--- config.mk ---
export PLATFORM = sky130hd
export DESIGN_NAME = tkeep_shadow
export DESIGN_NICKNAME = d
export VERILOG_FILES = /design/src/rtl/tks_pkg.sv /design/src/rtl/tks_live_ctr.sv /design/src/rtl/tks_stage_buf.sv /design/src/rtl/tks_snap_latch.sv /design/src/rtl/tkeep_shadow.sv
export SDC_FILE = /design/constraint.sdc
export NUM_CORES = 1
export LEC_CHECK = 0
export BUFFER_PORTS_ARGS = -buffer_cell sky130_fd_sc_hd__buf_4
export CORE_ASPECT_RATIO = 0.7
export CORE_MARGIN = 8
export CORE_UTILIZATION = 30
export DETAILED_ROUTE_END_ITERATION = 10
export PLACE_DENSITY = 0.52
export SYNTH_ARGS = -nofsm -noshare
export SYNTH_HDL_FRONTEND = slang
export SYNTH_SLANG_ARGS = --single-unit
--- constraint.sdc ---
create_clock -name clk -period 6 [get_ports clk]
set_input_delay 0.3 -clock clk [delete_from_list [all_inputs] [get_ports clk]]
set_output_delay 0.3 -clock clk [all_outputs]
set_load 0.02 [all_outputs]
--- src/rtl/tks_pkg.sv ---
`timescale 1ns/1ps
// tks_pkg: shared types, byte positions and the BCD step function for the
// time shadow buffer. Assumes eight-bit BCD bytes.
package tks_pkg;
    localparam int BYTE_W  = 8;
    localparam int N_BYTES = 8;
    localparam int IDX_W   = $clog2(N_BYTES);
    localparam int TIME_W  = BYTE_W * N_BYTES;

    // Byte positions; the carry chain depends on this order.
    localparam int POS_SEC  = 0;
    localparam int POS_MIN  = 1;
    localparam int POS_HOUR = 2;
    localparam int POS_DAY  = 3;
    localparam int POS_MON  = 4;
    localparam int POS_YEAR = 5;
    localparam int POS_DOW  = 6;
    localparam int POS_CENT = 7;
    localparam int N_CHAIN  = 4;   // sec, min, hour, day form the ripple chain

    typedef logic [BYTE_W-1:0] tbyte_t;
    typedef tbyte_t [N_BYTES-1:0] ttime_t;

    // Next BCD value: wraps to lo after hi, otherwise adds one with a decimal carry.
    function automatic tbyte_t bcd_step(input tbyte_t v, input tbyte_t hi, input tbyte_t lo);
        if (v == hi)
            return lo;
        else if (v[3:0] == 4'd9)
            return {v[7:4] + 4'd1, 4'd0};
        else
            return {v[7:4], v[3:0] + 4'd1};
    endfunction
endpackage

--- src/rtl/tks_live_ctr.sv ---
`timescale 1ns/1ps
// tks_live_ctr: the free-running BCD time counter. A load takes priority over
// a tick in the same cycle. Assumes the loaded bytes are valid BCD within
// their ranges; out-of-range values still step by one until they wrap.
module tks_live_ctr
    import tks_pkg::*;
#(
    parameter tbyte_t DAY_HI   = 8'h31,
    parameter tbyte_t DOW_HI   = 8'h06,
    parameter ttime_t RST_TIME = '0
) (
    input  logic   clk,
    input  logic   rst_n,
    input  logic   tick,
    input  logic   load,
    input  ttime_t load_val,
    output ttime_t time_q
);
    // Upper and lower wrap values of each chain position.
    function automatic tbyte_t lim_hi(input int g);
        case (g)
            POS_SEC:  return 8'h59;
            POS_MIN:  return 8'h59;
            POS_HOUR: return 8'h23;
            default:  return DAY_HI;
        endcase
    endfunction

    function automatic tbyte_t lim_lo(input int g);
        return (g == POS_DAY) ? 8'h01 : 8'h00;
    endfunction

    logic [N_CHAIN-1:0] carry;
    tbyte_t             rolled [N_CHAIN];
    tbyte_t             dow_next;
    ttime_t             next_t;

    assign carry[0] = tick;

    genvar g;
    generate
        for (g = 0; g < N_CHAIN; g++) begin : g_chain
            // Step one chain byte when its incoming carry is set.
            assign rolled[g] = carry[g] ? bcd_step(time_q[g], lim_hi(g), lim_lo(g)) : time_q[g];
            if (g < N_CHAIN - 1) begin : g_link
                // Pass a carry on when this byte is at its wrap value.
                assign carry[g+1] = carry[g] && (time_q[g] == lim_hi(g));
            end
        end
    endgenerate

    // Day of week steps together with the day of month.
    assign dow_next = carry[POS_DAY] ? bcd_step(time_q[POS_DOW], DOW_HI, 8'h00) : time_q[POS_DOW];

    // Build the post-tick time; the bytes outside the chain hold their values.
    always_comb begin
        next_t = time_q;
        for (int i = 0; i < N_CHAIN; i++)
            next_t[i] = rolled[i];
        next_t[POS_DOW] = dow_next;
    end

    // Time register: a load wins over a tick.
    always_ff @(posedge clk) begin
        if (!rst_n)
            time_q <= RST_TIME;
        else if (load)
            time_q <= load_val;
        else if (tick)
            time_q <= next_t;
    end

    p_load_over_tick_r9: assert property (@(posedge clk) disable iff (!rst_n)
        (load && tick) |=> (time_q == $past(load_val)));

    p_month_fixed_r4: assert property (@(posedge clk) disable iff (!rst_n)
        !load |=> (time_q[POS_MON] == $past(time_q[POS_MON])) &&
                  (time_q[POS_YEAR] == $past(time_q[POS_YEAR])) &&
                  (time_q[POS_CENT] == $past(time_q[POS_CENT])));
endmodule

--- src/rtl/tks_stage_buf.sv ---
`timescale 1ns/1ps
// tks_stage_buf: the write staging buffer. An open write starts with a copy of
// the live time and takes per-byte overwrites. The write closes on a valid stop
// or an abort. Assumes single-cycle strobes; a start wins over everything else.
module tks_stage_buf
    import tks_pkg::*;
(
    input  logic             clk,
    input  logic             rst_n,
    input  logic             start,
    input  logic             wr,
    input  logic [IDX_W-1:0] idx,
    input  tbyte_t           data,
    input  logic             close,
    input  ttime_t           live_in,
    output logic             active_q,
    output ttime_t           stage_q
);
    // Open flag and buffer contents.
    always_ff @(posedge clk) begin
        if (!rst_n) begin
            active_q <= 1'b0;
            stage_q  <= '0;
        end else if (start) begin
            active_q <= 1'b1;
            stage_q  <= live_in;
        end else if (close) begin
            active_q <= 1'b0;
        end else if (wr && active_q) begin
            stage_q[idx] <= data;
        end
    end

    p_byte_lands_r5: assert property (@(posedge clk) disable iff (!rst_n)
        (active_q && wr && !start && !close) |=> (stage_q[$past(idx)] == $past(data)));

    p_stage_hold_r5: assert property (@(posedge clk) disable iff (!rst_n)
        (!start && !wr) |=> $stable(stage_q));
endmodule

--- src/rtl/tks_snap_latch.sv ---
`timescale 1ns/1ps
// tks_snap_latch: the frozen read copy of the time, with a byte select for
// readout. Assumes the bus engine pulses the capture once per read command.
module tks_snap_latch
    import tks_pkg::*;
#(
    parameter ttime_t RST_TIME = '0
) (
    input  logic             clk,
    input  logic             rst_n,
    input  logic             cap,
    input  ttime_t           live_in,
    input  logic [IDX_W-1:0] sel,
    output tbyte_t           rd_data
);
    ttime_t snap_q;

    // Capture register: changes only on a capture strobe.
    always_ff @(posedge clk) begin
        if (!rst_n)
            snap_q <= RST_TIME;
        else if (cap)
            snap_q <= live_in;
    end

    // Byte readout.
    assign rd_data = snap_q[sel];

    p_snap_copy_r1: assert property (@(posedge clk) disable iff (!rst_n)
        cap |=> (snap_q == $past(live_in)));

    p_snap_frozen_r2: assert property (@(posedge clk) disable iff (!rst_n)
        !cap |=> $stable(snap_q));
endmodule

--- src/rtl/tkeep_shadow.sv ---
`timescale 1ns/1ps
// tkeep_shadow: a coherent shadow for the time registers. Reads use a frozen
// snapshot. Writes go through a staging buffer that commits in one cycle on a
// valid stop while the write-enable latch is set. The live counter keeps
// counting during every transaction. Assumes the strobes are single-cycle
// pulses from the bus engine.
module tkeep_shadow
    import tks_pkg::*;
#(
    parameter tbyte_t DAY_HI        = 8'h31,
    parameter tbyte_t DOW_HI        = 8'h06,
    parameter tbyte_t RESET_CENTURY = 8'h20
) (
    input  logic              clk,
    input  logic              rst_n,
    input  logic              rd_latch,
    input  logic              wr_start,
    input  logic              wr_byte,
    input  logic [IDX_W-1:0]  wr_idx,
    input  logic [BYTE_W-1:0] wr_data,
    input  logic              wr_stop_ok,
    input  logic              wr_abort,
    input  logic              wr_enable,
    input  logic              tick_1s,
    input  logic [IDX_W-1:0]  rd_sel,
    output logic [BYTE_W-1:0] rd_data,
    output logic [TIME_W-1:0] live_time
);
    // Bytes 7..0: century, dow, year, month, day, hour, min, sec.
    localparam ttime_t RST_TIME = {RESET_CENTURY, 8'h00, 8'h00, 8'h01,
                                   8'h01, 8'h00, 8'h00, 8'h00};

    ttime_t live_q;
    ttime_t stage_q;
    logic   stage_open;
    logic   commit;

    // Commit only a write that is open, ends with a valid stop and is write-enabled.
    assign commit = wr_stop_ok && stage_open && wr_enable;

    tks_live_ctr #(
        .DAY_HI   (DAY_HI),
        .DOW_HI   (DOW_HI),
        .RST_TIME (RST_TIME)
    ) u_ctr (
        .clk      (clk),
        .rst_n    (rst_n),
        .tick     (tick_1s),
        .load     (commit),
        .load_val (stage_q),
        .time_q   (live_q)
    );

    tks_stage_buf u_stage (
        .clk      (clk),
        .rst_n    (rst_n),
        .start    (wr_start),
        .wr       (wr_byte),
        .idx      (wr_idx),
        .data     (wr_data),
        .close    (wr_stop_ok || wr_abort),
        .live_in  (live_q),
        .active_q (stage_open),
        .stage_q  (stage_q)
    );

    tks_snap_latch #(
        .RST_TIME (RST_TIME)
    ) u_snap (
        .clk     (clk),
        .rst_n   (rst_n),
        .cap     (rd_latch),
        .live_in (live_q),
        .sel     (rd_sel),
        .rd_data (rd_data)
    );

    assign live_time = live_q;

    p_commit_loads_r6: assert property (@(posedge clk) disable iff (!rst_n)
        commit |=> (live_q == $past(stage_q)));

    p_idle_hold_r3: assert property (@(posedge clk) disable iff (!rst_n)
        (!tick_1s && !(wr_stop_ok && wr_enable)) |=> $stable(live_q));

    p_abort_closes_r7: assert property (@(posedge clk) disable iff (!rst_n)
        (wr_abort && !wr_start) |=> !stage_open);

    p_no_wel_closes_r8: assert property (@(posedge clk) disable iff (!rst_n)
        (wr_stop_ok && !wr_enable && !wr_start) |=> !stage_open);

    p_stray_ignored_r10: assert property (@(posedge clk) disable iff (!rst_n)
        (!stage_open && !tick_1s) |=> $stable(live_q));
endmodule

==> results.yml <==
synthesis:
  synth_warnings: 0
  synthMuxAreaShare_pct: 19.9
  synthSimpleGateAreaFrac_pct: 13.8
  synth_xor_xnor_area_share_pct: 0.392
  synth-seq-area-share_pct: 43.2
  yosys.cell_count.top_type: "dfxtp_1"
  yosysTopAreaCell: "dfxtp_1"
  netlist_instances: 982
  synth_top_family_by_area: "multiplexers"
  synthTopCellsByArea: "dfxtp_1 43%, mux2i_1 15%, a21oi_1 6.1%, o21ai_0 5.3%, mux4_2 4.0%"
  syn_area_mm2: 0.00894
  synth_commonest_cells: "193 x dfxtp_1, 133 x mux2i_1, 109 x a21oi_1"
  syn_nets: 1022
  synth_edf_count: 0
  avgSynthCellArea_um2: 9.10
  synth_seq_cells: 193
  synth_top_cell_area_share_pct: 43.2
  synthDistinctLibCells: 61
  ys.flop_type: "dfxtp_1"
  postSynth.asyncResetShare_pct: 0
  synth_compound_area_share_pct: 15.7
  synth_fa_ha_area_share_pct: 2.38
sta:
  fin_crit_ns: 2.70
  setup_viol: 0
  worstMarginPinSlew_ns: 1.23
  setup_tns_ns: 0
  rsz0062_at_grt: "false"
  skew_ns: 0.0139
  fin_crit_sh_pct: 44.9
  fmax_mhz: 371
  relSlewSlack_pct: 16.8
  hold_violations: 0
  finalMaxSlewViolations: 0
critical_path:
  worst_ep_arrival_time_ns: 3.01
  crit_type: "reg -> reg"
  rr_startpoint: "u_ctr.time_q[21]$_SDFFE_PN0P_"
  critPathMaxFanout: 8
  startpoint_type: "flip-flop"
  critPathCaptureType: "flip-flop"
  r2r_slack_ns: 3.30
  reg2reg_depth: 6
  worstReg2RegEnd: "u_ctr.time_q[52]$_SDFFE_PN0P_"
  worstPathRequired_ns: 6.31
placed_design:
  gp_congestion: 0.788
  io_buffers: 94
  dp_hpwl_um: 19700
  placed_cell_area_mm2: 0.00987
routing:
  initialDrtViolationCount: 653
  wl_per_cell_um: 20.8
  drt_wl_total_um: 29500
  firstDrtPassIters: 5
  via_count: 7413
  ant_nets: 0
  via_per_inst: 5.24
  drc: 0
pwr:
  ir_worst_vdd_mv: 0.161
  powerDensity_mw_per_mm2: 263
  leakage_nw: 4.19
cts:
  clkTransAtPathRegs_ns: 0.08
  cts_tree: "done"
  hold_buffers: 0
  numCtsBuffers: 17
  cts_root_buffer: "clkbuf_16"
  cts_sinks: 193
  h-tree-depth: 4
  cts_buffer_depth: 2
  postCtsSetupBuffers: 0
  cts_resized: 0
  clock_latency_ns: 0.44
die:
  boundaryPins: 95
  die_x_um: 222
  start_util_pct: 30.1
  rows: 53
  die_h_um: 160
  die-area_mm2: 0.0357
  core_mm2: 0.0296
cells_and_area:
  synthToLayoutAreaGrowth_pct: 17.1
  stdcell_area_mm2: 0.0105
  diodes: 0
  final-seq-area_mm2: 0.00386
  drive_gt1_share_pct: 16.7
  multi_input_area_mm2: 0.00470
  fill_cells: 3027
  finalNetCount: 1058
hold_path:
  holdCritStartpoint: "wr_start"
  hold_class: "in -> reg"
  min_path_cells: 3
  holdPathEnd: "u_stage.active_q$_SDFFE_PN0P_"
grt:
  grt_overflow: 0
  grt_pass1_wl_um: 44700
  grt_pass1_vias: 6761
  antenna_found_initial: 0
  grt_usage_pct: 16.2
  grt_max_degree: 79
run_status:
  status: "finished, final reports clean"
run:
  maxCapViolCount: 0
## cell usage in the layout, fill, tap and decap left out, drive strengths merged, types with 7 or more instances in the layout
cell type / count
a21oi: 109
mux2i: 133
o211ai: 7
inv: 19
a211oi: 8
o21ai: 95
dfxtp: 193
nor2: 96
clkbuf: 17
ha: 17
mux4: 16
nor3: 14
buf: 102
mux2: 8
nor4: 7
nand2: 75
clkinv: 8
nand3: 23
## sequential cells by signal, indices dropped and copies added (netlist names)
| register | cells |
|---|---|
| u_ctr.time_q | 64 |
| u_stage.stage_q | 64 |
| u_snap.snap_q | 64 |
| u_stage.active_q | 1 |
## metal layers
metal | global-route usage, % | vias up | wire length, um
li1 | - | 3587 | -
met4 | 3.46 | 0 | 334
met2 | 22.3 | 230 | 12000
met3 | 3.55 | 19 | 2000
met1 | 24.8 | 3577 | 15100
met5 | 0 | - | 0
## through the flow
step           instances  hold slack [ns]  setup WS [ns]  total power [mW]  util [%]
2_1_floorplan        982            0.417           3.84              1.52         -
3_3_place_gp        1384            0.440           3.39              1.60      33.3
3_5_place_dp        1384            0.444           3.35              1.61      33.3
4_1_cts             1416           0.0936           3.33              2.77      35.3
5_1_grt             1416            0.126           3.20              2.85      35.3
6_report            1416            0.104           3.30              2.75      35.3
## critical path: stages (launching register included)
cell and delay (ns):
dfxtp_1 0.54, ha_1 0.20, or4b_4 0.47, nor2_1 0.50, nand2_1 0.37, nor4_1 0.40, nor3_1 0.09
## worst max path at each step
| stage | from | end | slack (ns) |
|---|---|---|---|
| floorplan | rd_sel[0] | rd_data[0] | 3.84 |
| global placement | u_ctr.time_q[21]$_SDFFE_PN0P_ | u_ctr.time_q[52]$_SDFFE_PN0P_ | 3.39 |
| detailed placement | u_ctr.time_q[21]$_SDFFE_PN0P_ | u_ctr.time_q[52]$_SDFFE_PN0P_ | 3.35 |
| CTS | u_ctr.time_q[21]$_SDFFE_PN0P_ | u_ctr.time_q[52]$_SDFFE_PN0P_ | 3.33 |
| global route | u_ctr.time_q[21]$_SDFFE_PN0P_ | u_ctr.time_q[52]$_SDFFE_PN0P_ | 3.20 |
| finish | u_ctr.time_q[21]$_SDFFE_PN0P_ | u_ctr.time_q[52]$_SDFFE_PN0P_ | 3.30 |
## kinds of logic (layout without fill, tap and decap cells)
kind of cell / count (synthesis) / after routing
and+or+nand+nor: 260 / 260
xor gates and xnor gates: 4 / 4
muxes: 157 / 157
buffers and inverters: 100 / 149
adders and majority gates: 17 / 17
DFF: 193 / 193
AOI/OAI and AO/OA: 251 / 251
## power by group
part | leakage, nW | switching [mW] | total [mW] | internal, mW
combinational | 2.33 | 0.140 | 0.224 | 0.0831
clock | 0.288 | 0.575 | 1.17 | 0.597
sequential | 1.57 | 0.0366 | 1.35 | 1.32
total | 4.19 | 0.752 | 2.75 | 2.00
## cell type report
type                            instances  area share [%]
Clock buffer                           17            4.07
Tap cell                              385            4.60
Inverter                               15           0.562
Sequential cell                       193            36.9
Timing Repair Buffer                  102            7.32
Multi-Input combinational cell        689            44.9
Clock inverter                         15            1.65
(Power assumes the default switching activity.)
